**config.mk**
```make
export PLATFORM = sky130hd
export DESIGN_NAME = hdr_launch_seq
export DESIGN_NICKNAME = d
export VERILOG_FILES = /design/src/rtl/hdr_seq_pkg.sv /design/src/rtl/hdr_cmd_decode.sv /design/src/rtl/hdr_fifo_gate.sv /design/src/rtl/hdr_word_ctr.sv /design/src/rtl/hdr_launch_seq.sv
export SDC_FILE = /design/constraint.sdc
export NUM_CORES = 1
export LEC_CHECK = 0
export ABC_AREA = 1
export BUFFER_PORTS_ARGS = -buffer_cell sky130_fd_sc_hd__buf_2
export CORE_MARGIN = 2
export CORE_UTILIZATION = 40
export DETAILED_ROUTE_END_ITERATION = 7
export PLACE_DENSITY_LB_ADDON = 0.3
export SLEW_MARGIN = 20
export SYNTH_ARGS = -nofsm -noshare
export SYNTH_HDL_FRONTEND = slang
export SYNTH_SLANG_ARGS = --single-unit
```
**constraint.sdc**
```tcl
create_clock -name clk -period 4.32 [get_ports clk]
set_input_delay 0.216 -clock clk [delete_from_list [all_inputs] [get_ports clk]]
set_output_delay 0.216 -clock clk [all_outputs]
set_load 0.005 [all_outputs]
```
**src/rtl/hdr_seq_pkg.sv**
```systemverilog
`timescale 1ns/1ps
package hdr_seq_pkg;
  typedef enum logic [3:0] {
    ST_IDLE, ST_THWAIT, ST_START, ST_ENTHDR, ST_RSTRT,
    ST_HCMD, ST_DATA, ST_EXIT, ST_STOP, ST_FIN
  } seq_state_e;

  typedef enum logic [2:0] {
    ERR_NONE      = 3'd0,
    ERR_MODE      = 3'd1,
    ERR_FORMAT    = 3'd2,
    ERR_UNDERFLOW = 3'd3,
    ERR_OVERFLOW  = 3'd4
  } seq_err_e;

  localparam logic [2:0] SPEED_DDR = 3'd6;
endpackage

```
**src/rtl/hdr_cmd_decode.sv**
```systemverilog
`timescale 1ns/1ps
module hdr_cmd_decode
  import hdr_seq_pkg::*;
#(
  parameter int CODE_W = 7
) (
  input  logic [2:0]      speed,
  input  logic            short_fmt,
  input  logic [CODE_W-1:0] code,
  input  logic            rnw,
  output seq_err_e        err,
  output logic [CODE_W:0] code_byte
);
  // direction bit forms the top of the command code
  assign code_byte = {rnw, code};

  always_comb begin
    if (speed != SPEED_DDR)  err = ERR_MODE;
    else if (short_fmt)      err = ERR_FORMAT;
    else                     err = ERR_NONE;
  end
endmodule

```
**src/rtl/hdr_fifo_gate.sv**
```systemverilog
`timescale 1ns/1ps
module hdr_fifo_gate #(
  parameter int LVL_W = 8
) (
  input  logic             rnw,
  input  logic             in_flight,
  input  logic [LVL_W-1:0] tx_level,
  input  logic [LVL_W-1:0] rx_free,
  input  logic [LVL_W-1:0] tx_thresh,
  input  logic [LVL_W-1:0] rx_thresh,
  output logic             th_ok,
  output logic             avail
);
  logic [LVL_W-1:0] need;
  assign need  = {{(LVL_W-1){1'b0}}, in_flight};
  assign th_ok = rnw ? (rx_free >= rx_thresh) : (tx_level >= tx_thresh);
  // a word already on its way still counts in the level until the next edge
  assign avail = rnw ? (rx_free > need) : (tx_level > need);
endmodule

```
**src/rtl/hdr_word_ctr.sv**
```systemverilog
`timescale 1ns/1ps
module hdr_word_ctr #(
  parameter int LEN_W = 16
) (
  input  logic             clk,
  input  logic             rst,
  input  logic             load,
  input  logic [LEN_W-1:0] load_val,
  input  logic             dec,
  output logic [LEN_W-1:0] remaining,
  output logic             last_one
);
  always_ff @(posedge clk) begin
    if (rst)       remaining <= '0;
    else if (load) remaining <= load_val;
    else if (dec && remaining != '0) remaining <= remaining - 1'b1;
  end

  assign last_one = (remaining == {{(LEN_W-1){1'b0}}, 1'b1});
endmodule

```
**src/rtl/hdr_launch_seq.sv**
```systemverilog
`timescale 1ns/1ps
module hdr_launch_seq
  import hdr_seq_pkg::*;
#(
  parameter int IDX_W = 5,
  parameter int LEN_W = 16,
  parameter int LVL_W = 8
) (
  input  logic             clk,
  input  logic             rst,
  input  logic             cmd_valid,
  input  logic [6:0]       cmd_code,
  input  logic             cmd_rnw,
  input  logic [IDX_W-1:0] cmd_dev_idx,
  input  logic [2:0]       cmd_speed,
  input  logic             cmd_short,
  input  logic [LEN_W-1:0] cmd_len,
  input  logic             cmd_last,
  input  logic [LVL_W-1:0] tx_level,
  input  logic [LVL_W-1:0] rx_free,
  input  logic [LVL_W-1:0] tx_thresh,
  input  logic [LVL_W-1:0] rx_thresh,
  output logic             busy,
  output logic             bus_start,
  output logic             bus_enthdr,
  output logic             bus_hdr_cmd,
  output logic             bus_word,
  output logic             bus_hdr_restart,
  output logic             bus_hdr_exit,
  output logic             bus_stop,
  output logic [7:0]       hdr_cmd_byte,
  output logic [IDX_W-1:0] hdr_dev_idx,
  output logic             done,
  output logic [2:0]       done_err
);
  localparam int CODE_W = 7;

  seq_state_e state, nxt;
  seq_err_e   err_q, dec_err;
  logic [CODE_W:0]  dec_byte;
  logic [LEN_W-1:0] len_q, remaining;
  logic rnw_q, last_q, in_hdr_q, relaunch_q;
  logic accept, sel_rnw, th_ok, avail, cnt_last, starve;

  assign busy    = (state != ST_IDLE);
  assign accept  = cmd_valid && (state == ST_IDLE);
  assign sel_rnw = (state == ST_IDLE) ? cmd_rnw : rnw_q;

  hdr_cmd_decode #(.CODE_W(CODE_W)) u_dec (
    .speed(cmd_speed), .short_fmt(cmd_short), .code(cmd_code),
    .rnw(cmd_rnw), .err(dec_err), .code_byte(dec_byte)
  );

  hdr_fifo_gate #(.LVL_W(LVL_W)) u_gate (
    .rnw(sel_rnw), .in_flight(state == ST_DATA),
    .tx_level(tx_level), .rx_free(rx_free),
    .tx_thresh(tx_thresh), .rx_thresh(rx_thresh),
    .th_ok(th_ok), .avail(avail)
  );

  hdr_word_ctr #(.LEN_W(LEN_W)) u_ctr (
    .clk(clk), .rst(rst), .load(accept), .load_val(cmd_len),
    .dec(state == ST_DATA), .remaining(remaining), .last_one(cnt_last)
  );

  assign starve = ((state == ST_HCMD) && (len_q != '0) && !avail) ||
                  ((state == ST_DATA) && !cnt_last && !avail);

  always_comb begin
    nxt = state;
    case (state)
      ST_IDLE: if (cmd_valid) begin
        if (dec_err != ERR_NONE) nxt = ST_FIN;
        else if (in_hdr_q)       nxt = th_ok ? ST_RSTRT : ST_EXIT;
        else                     nxt = th_ok ? ST_START : ST_THWAIT;
      end
      ST_THWAIT: if (th_ok) nxt = ST_START;
      ST_START:  nxt = ST_ENTHDR;
      ST_ENTHDR: nxt = ST_HCMD;
      ST_RSTRT:  nxt = ST_HCMD;
      ST_HCMD: begin
        if (len_q == '0) nxt = last_q ? ST_EXIT : ST_FIN;
        else             nxt = avail ? ST_DATA : ST_EXIT;
      end
      ST_DATA: begin
        if (cnt_last) nxt = last_q ? ST_EXIT : ST_FIN;
        else          nxt = avail ? ST_DATA : ST_EXIT;
      end
      ST_EXIT: nxt = ST_STOP;
      ST_STOP: nxt = relaunch_q ? ST_THWAIT : ST_FIN;
      ST_FIN:  nxt = ST_IDLE;
      default: nxt = ST_IDLE;
    endcase
  end

  always_ff @(posedge clk) begin
    if (rst) begin
      state <= ST_IDLE;
      err_q <= ERR_NONE;
      {rnw_q, last_q, in_hdr_q, relaunch_q} <= '0;
      len_q <= '0;
      {bus_start, bus_enthdr, bus_hdr_cmd, bus_word} <= '0;
      {bus_hdr_restart, bus_hdr_exit, bus_stop, done} <= '0;
      done_err     <= '0;
      hdr_cmd_byte <= '0;
      hdr_dev_idx  <= '0;
    end else begin
      state           <= nxt;
      bus_start       <= (nxt == ST_START);
      bus_enthdr      <= (nxt == ST_ENTHDR);
      bus_hdr_cmd     <= (nxt == ST_HCMD);
      bus_word        <= (nxt == ST_DATA);
      bus_hdr_restart <= (nxt == ST_RSTRT);
      bus_hdr_exit    <= (nxt == ST_EXIT);
      bus_stop        <= (nxt == ST_STOP);
      done            <= (nxt == ST_FIN);
      done_err        <= (nxt == ST_FIN) ? (accept ? dec_err : err_q) : ERR_NONE;
      if (accept) begin
        rnw_q        <= cmd_rnw;
        last_q       <= cmd_last;
        len_q        <= cmd_len;
        err_q        <= dec_err;
        hdr_cmd_byte <= dec_byte;
        hdr_dev_idx  <= cmd_dev_idx;
      end else if (starve) begin
        err_q <= rnw_q ? ERR_OVERFLOW : ERR_UNDERFLOW;
      end
      if (accept && dec_err == ERR_NONE && in_hdr_q && !th_ok) relaunch_q <= 1'b1;
      else if (state == ST_THWAIT && th_ok)                   relaunch_q <= 1'b0;
      if (nxt == ST_EXIT) in_hdr_q <= 1'b0;
      else if ((state == ST_HCMD || state == ST_DATA) && nxt == ST_FIN) in_hdr_q <= 1'b1;
    end
  end

  // ---------------- assertions ----------------
  logic [LEN_W-1:0] words_seen;
  always_ff @(posedge clk) begin
    if (rst || accept) words_seen <= '0;
    else if (bus_word) words_seen <= words_seen + 1'b1;
  end

  a_r2_single_step: assert property (@(posedge clk) disable iff (rst)
    $onehot0({bus_start, bus_enthdr, bus_hdr_cmd, bus_word,
              bus_hdr_restart, bus_hdr_exit, bus_stop, done}));
  a_r2_start_then_enter: assert property (@(posedge clk) disable iff (rst)
    bus_start |=> bus_enthdr);
  a_r2_enter_then_cmd: assert property (@(posedge clk) disable iff (rst)
    bus_enthdr |=> bus_hdr_cmd);
  a_r5_restart_then_cmd: assert property (@(posedge clk) disable iff (rst)
    bus_hdr_restart |=> bus_hdr_cmd);
  a_r7_exit_then_stop: assert property (@(posedge clk) disable iff (rst)
    bus_hdr_exit |=> bus_stop);
  a_r4_tx_thresh_met: assert property (@(posedge clk) disable iff (rst)
    (bus_start && !rnw_q) |-> ($past(tx_level) >= $past(tx_thresh)));
  a_r4_rx_thresh_met: assert property (@(posedge clk) disable iff (rst)
    (bus_start && rnw_q) |-> ($past(rx_free) >= $past(rx_thresh)));
  a_r9_tx_not_empty: assert property (@(posedge clk) disable iff (rst)
    (bus_word && !rnw_q) |-> (tx_level != '0));
  a_r9_rx_not_full: assert property (@(posedge clk) disable iff (rst)
    (bus_word && rnw_q) |-> (rx_free != '0));
  a_r8_word_count: assert property (@(posedge clk) disable iff (rst)
    (done && done_err == 3'd0) |-> (words_seen == len_q));
  a_r10_reject_quiet: assert property (@(posedge clk) disable iff (rst)
    (done && (done_err == 3'd1 || done_err == 3'd2)) |-> !$past(busy));
  a_r11_done_then_idle: assert property (@(posedge clk) disable iff (rst)
    done |=> !busy);
endmodule

```
# Word level (Yosys, flattened, before mapping)
# Cells that the tools add are included.
# word_totals
output_inout_bits,25
inputBits,69
regBits,67
# classes
n_mux,25
addsub,1
n_reduce_logical,29
bitwise,1
n_lt_le_gt_ge,4
n_eq_ne,18
# ops
op,n
"4-bit by 3-bit equality test with 1-bit output, second input constant",8
16-bit 2-to-1 mux,2
4-bit one-hot mux with 8 select lines,1
16-bit nonzero test,2
4-bit 2-to-1 mux,7
3-bit 2-to-1 mux,6
"16-bit by 1-bit equality test with 1-bit output, second input constant",1
"4-bit by 2-bit equality test with 1-bit output, second input constant",4
8-bit greater-or-equal comparator,2
8-bit by 1-bit greater-than comparator with 1-bit output,2
16-bit logical NOT,1
"16-bit by 1-bit subtractor with 16-bit output, second input constant",1
"4-bit equality test, second input constant",3
1-bit logical AND,11
1-bit 2-to-1 mux,6
2-bit 2-to-1 mux,3
2-bit nonzero test,3
2-bit OR reduction,3
"4-bit by 1-bit equality test with 1-bit output, second input constant",1
4-bit logical NOT,1
4-bit nonzero test,1
1-bit logical NOT,3
3-bit logical NOT,1
"3-bit != test, second input constant",1
3 further kinds,4

# Logic depth before layout (Yosys ltp)
# logic_depth
ltp_word,11
ltp_mapped,21
depth_no_buf,21

# By module
# Synthesis repeated with hierarchy kept, for this count alone.
# hier_totals
hier_cells,621
area_unflattened_um2,4067.7
# modules_own_cells
mod,instances,seq_area_each_um2,cells_each,area_each_um2
hdr_launch_seq,1,1021.0,302,2172.1
hdr_word_ctr,1,320.3,213,1267.5
hdr_fifo_gate,1,0.0,92,533.0
hdr_cmd_decode,1,0.0,14,95.1

# Worst setup path after synthesis
# Ideal clock, no wire load.
# synth_path
path_type,input to register
from,in rx_free[0]
to,reg done_err[1]
path_buffers,0
arrival_ps,1902
stages,19
slack_ps,2300
t_required_ps,4201
cell_sequence,inv_1 ha_1 inv_1 nand2_1 nand2_1 nand2_1 nand2_1 nand2_1 nand2_1 nand2_2 nand2_4 ha_1 or2_2 nand2_1 nand3_1 inv_1 nand4_4 nand3_4 nor2_2
# synth_between
elab_chain_len,10
# synth_rtl
item,line_no,text
start: declaration,hdr_launch_seq.sv:20,"input logic [LVL_W-1:0] rx_free,"
8-bit greater-or-equal comparator,hdr_fifo_gate.sv:16,assign th_ok = rnw ? (rx_free >= rx_thresh) : (tx_level >= tx_thresh);
1-bit 2-to-1 mux,hdr_fifo_gate.sv:16,
2-bit 2-to-1 mux (on tied branches),"hdr_launch_seq.sv:75, hdr_launch_seq.sv:74",
3-bit 2-to-1 mux,hdr_launch_seq.sv:74,else if (in_hdr_q) nxt = th_ok ? ST_RSTRT : ST_EXIT;
4-bit 2-to-1 mux,hdr_launch_seq.sv:73,if (dec_err != ERR_NONE) nxt = ST_FIN;
4-bit 2-to-1 mux,hdr_launch_seq.sv:72,ST_IDLE: if (cmd_valid) begin
4-bit one-hot mux with 8 select lines (*),hdr_launch_seq.sv:71,case (state)
4-bit equality test (*),hdr_launch_seq.sv:117,done_err <= (nxt == ST_FIN) ? (accept ? dec_err : err_q) : ERR_NONE;
1-bit inverter (no source line) (*),-,
2-bit OR reduction (no source line) (*),-,
end signal: assignment,hdr_launch_seq.sv:117,
end: declaration,hdr_launch_seq.sv:34,output logic [2:0] done_err
# Every way passes the cells marked *; elsewhere a longest branch is shown, timed or not.
# A chain may end at the register's enable or synchronous reset.

# Final worst setup path
# layout_path
from,reg state[1]
to,reg u_ctr.remaining[1]
# layout_between
elab_chain_len,3
# layout_rtl
item,line_no,text
start: declaration,hdr_launch_seq.sv:38,"seq_state_e state, nxt;"
start signal: assignment,hdr_launch_seq.sv:108,state <= nxt;
4-bit by 3-bit equality test with 1-bit output or 4-bit logical NOT (tied branches),"hdr_launch_seq.sv:63, hdr_launch_seq.sv:46",
1-bit logical AND (on tied branches),"hdr_word_ctr.sv:16, hdr_launch_seq.sv:46",
2-bit nonzero test (no source line) or 16-bit 2-to-1 mux (tied branches),-,
end signal: assignment,hdr_word_ctr.sv:15,else if (load) remaining <= load_val;
end signal: assignment,hdr_word_ctr.sv:16,else if (dec && remaining != '0) remaining <= remaining - 1'b1;
end: declaration,hdr_word_ctr.sv:10,"output logic [LEN_W-1:0] remaining,"
# Parallel ways exist; a longest one is shown, timed or not.

==> results.txt <==
Area of the core - 9109 um^2
Wire per inst - 12.08 um
Post-synth cell types - 38
Final Cell Area - 4420 um^2
CTS Hold Bufs - 0
Yosys warning count - 0
Comb power frac - 0.481
Sw frac - 0.4372
Syn nets - 619
RSZ-0062 raised after global routing - false
TNS Setup - 0 ns
R2r setup slk - 1.69 ns
Cell with the most instances on the worst path - buf_4
Die Wd - 100.2 um
Post-synth top area share - 0.3571
Worst Skew - 0.008332 ns
Top cells by area, synth - dfxtp_1 36%, nand2_1 12%, ha_1 7.4%, nor2_1 7.4%, inv_1 5.1%
Crit Path Max Fanout - 54
Hpwl dp - 6.544 mm
Final ANT Viol Nets - 0
H-tree lvl count - 3
Rel. slew slack - 0.4307
Synth Instances - 528
Port buffer count - 93
Clock share of power - 0.191
RR Startpoint - state[1]
CP Cell Sequence - nor2_8 > nand2_4 > nor2_4 > buf_4 > inv_2 > buf_4 > nand2_2 > inv_1 > o21ai_0 > a21oi_1
DRC viols - 0
Commonest non-fill, non-tap cells in the layout - 123 x nand2_1, 93 x buf_2, 73 x nor2_1
FMAX - 380.5 MHz
Net count, final - 706
Syn Area/Cell - 7.007 um^2
Hold WC Path Type - in2reg
Slowest cell delay on critical path - 0.62 ns
Initial core utilization - 0.4062
Remaining global-route overflow - 0
Final setup viols - 0
Setup CP Type - reg2reg
Fillers - 944
Startpoint Class - flop
Share of cells above drive strength 1 - 0.2468
Flop pwr share - 0.328
Cts repair resizes - 0
Clock Tree Buf Depth - 2
Num CTS Buffers - 9
Top Family by Delay on Critical Path - buffers and inverters
Commonest non-fill, non-tap cell in the layout - nand2_1
Worst-path clk slew - 0.07 ns
Overall die area - 10040 um^2
Vias/cell - 4.944
Clk root buf - clkbuf_8
Largest net degree at the start of global routing - 55
Maximum VDD drop - 270.0 uV
Finished Core Util - 0.4853
Placed Instance Area - 4215 um^2
GP Congestion - 0.8482
Worst path slowest cell - dfxtp_1
Area grow syn2layout - 19.48%
Worst R2R End - u_ctr.remaining[1]
DRT Pass-1 Iters - 4
Largest area contributor in the netlist - dfxtp_1
Hold Startpoint - cmd_code[0]
Syn Std Cell Area - 3700 um^2
Crit path capture type - flop
Sequential share of the synthesized area - 0.3571
Worst-Margin Slew - 0.8531 ns
Pwr per Cell Area - 626.9 nW/um^2
Total number of vias - 3614
Int Power - 1.560 mW
DR iter-0 viols - 144
Initial antenna violation count - 0
DIE HEIGHT - 100.2 um
Post-CTS setup buffers - 0
Period utilization - 0.6083
CTS tree - built
Switch Pwr - 1.211 mW
I/O Pins - 94
LEAKAGE - 2.222 nW
Buf/Inv on CP - 4
Worst reg-to-reg path cell count - 10
Fin. Hold Viols - 0
Final Max Tran Viols - 0
Worst Path Arrival - 2.91 ns
WHS Endpoint - hdr_cmd_byte[0]
Diode count - 0
Outcome - finished clean
Worst-Skew Late Latency - 0.35 ns
Row count - 35
Place WS - 1.732 ns
Hold Path Depth - 3
GRT Util Overall - 0.1850
Tmin final - 2.628 ns
Setup WS post-layout - 1.692 ns
Flop and latch count out of synthesis - 66
Routed WL - 8.834 mm
CP Data Required Time - 4.60 ns
Tot Pwr - 2.771 mW
Clock Sink Count - 66
First-pass GRT wire length - 15.09 mm
Max-cap violation count - 0
Vias in the first global route - 3528
==> how the worst max path moves through the flow <==
stage | start | end | slack, ns | depth (start not counted)
finish | state[1] | u_ctr.remaining[1] | 1.69 | 10
global route | state[1] | u_ctr.remaining[1] | 1.40 | 10
CTS | state[1] | u_ctr.remaining[1] | 1.72 | 10
detailed placement | state[1] | u_ctr.remaining[1] | 1.73 | 10
global placement | state[1] | u_ctr.remaining[1] | 1.81 | 10
floorplan | rx_free[0] | done_err[1] | 2.30 | 19
==> Yosys cell counts (all sizes together) <==
| cell | count |
|---|---|
| nand2 | 137 |
| nor2 | 89 |
| dfxtp | 66 |
| inv | 55 |
| o21ai | 38 |
| a21oi | 36 |
| nand3 | 23 |
| ha | 22 |
| buf | 13 |
| a31oi | 10 |
| nor3 | 9 |
| clkbuf | 6 |
| nand4 | 5 |
| xnor2 | 4 |
| o211ai | 3 |
| o31ai | 3 |
| xor2 | 3 |
| or2 | 2 |
| and3 | 1 |
| clkinv | 1 |
| nand3b | 1 |
| o21bai | 1 |
==> metal layers <==
metal,up-vias,global-route usage,share of wire
met1,1639,0.2147,0.45
met3,22,0.04526,0.044
li1,1870,-,-
met5,-,0,0
met2,83,0.3221,0.48
met4,0,0.08219,0.028
==> per-stage QoR <==
stage,hold WS [ns],cells
final,0.09111,731
after global routing,0.08864,731
after CTS,0.07658,731
after detailed placement,0.4430,715
after global placement,0.4416,715
after floorplan,0.3509,528
==> kinds of logic (layout without fill, tap and decap cells) <==
family	count (synthesis)	count (layout)	share of synthesized area
flops	66	66	0.3571
fa+ha+maj	22	22	0.07440
xor+xnor	7	7	0.01657
simple gates	267	267	0.3348
compound gates	91	91	0.1322
buf+inv	75	167	0.08488
==> state kept, by name, indices dropped and copies added, names as in the netlist, 3 cells and up <==
name / cells
hdr_cmd_byte: 8
hdr_dev_idx: 5
len_q: 16
done_err: 3
state: 4
u_ctr.remaining: 16
err_q: 3
==> worst min-delay path: stages <==
cell and delay [ns]:
buf_2 0.07, nor2_1 0.03, nor2_1 0.08
==> power by group through the flow <==
stage,clock [mW],combinational (mW),sequential [mW]
6_report,0.530,1.33,0.908
5_1_grt,0.572,1.52,0.931
4_1_cts,0.547,1.34,0.907
3_5_place_dp,0,1.33,0.916
3_3_place_gp,0,1.30,0.914
2_1_floorplan,0,1.07,0.892
==> cell type report <==
type,count,area [um^2],area share
flip-flops and latches,66,1321,0.2989
multi-input cells,387,2064,0.4670
repair buffers,95,480.5,0.1087
inverters,56,210.2,0.04755
clock buffers,12,155.1,0.03510
clock inverters,4,50.05,0.01132
well taps,111,138.9,0.03142
Note: power is estimated with default switching activity, not from simulation.
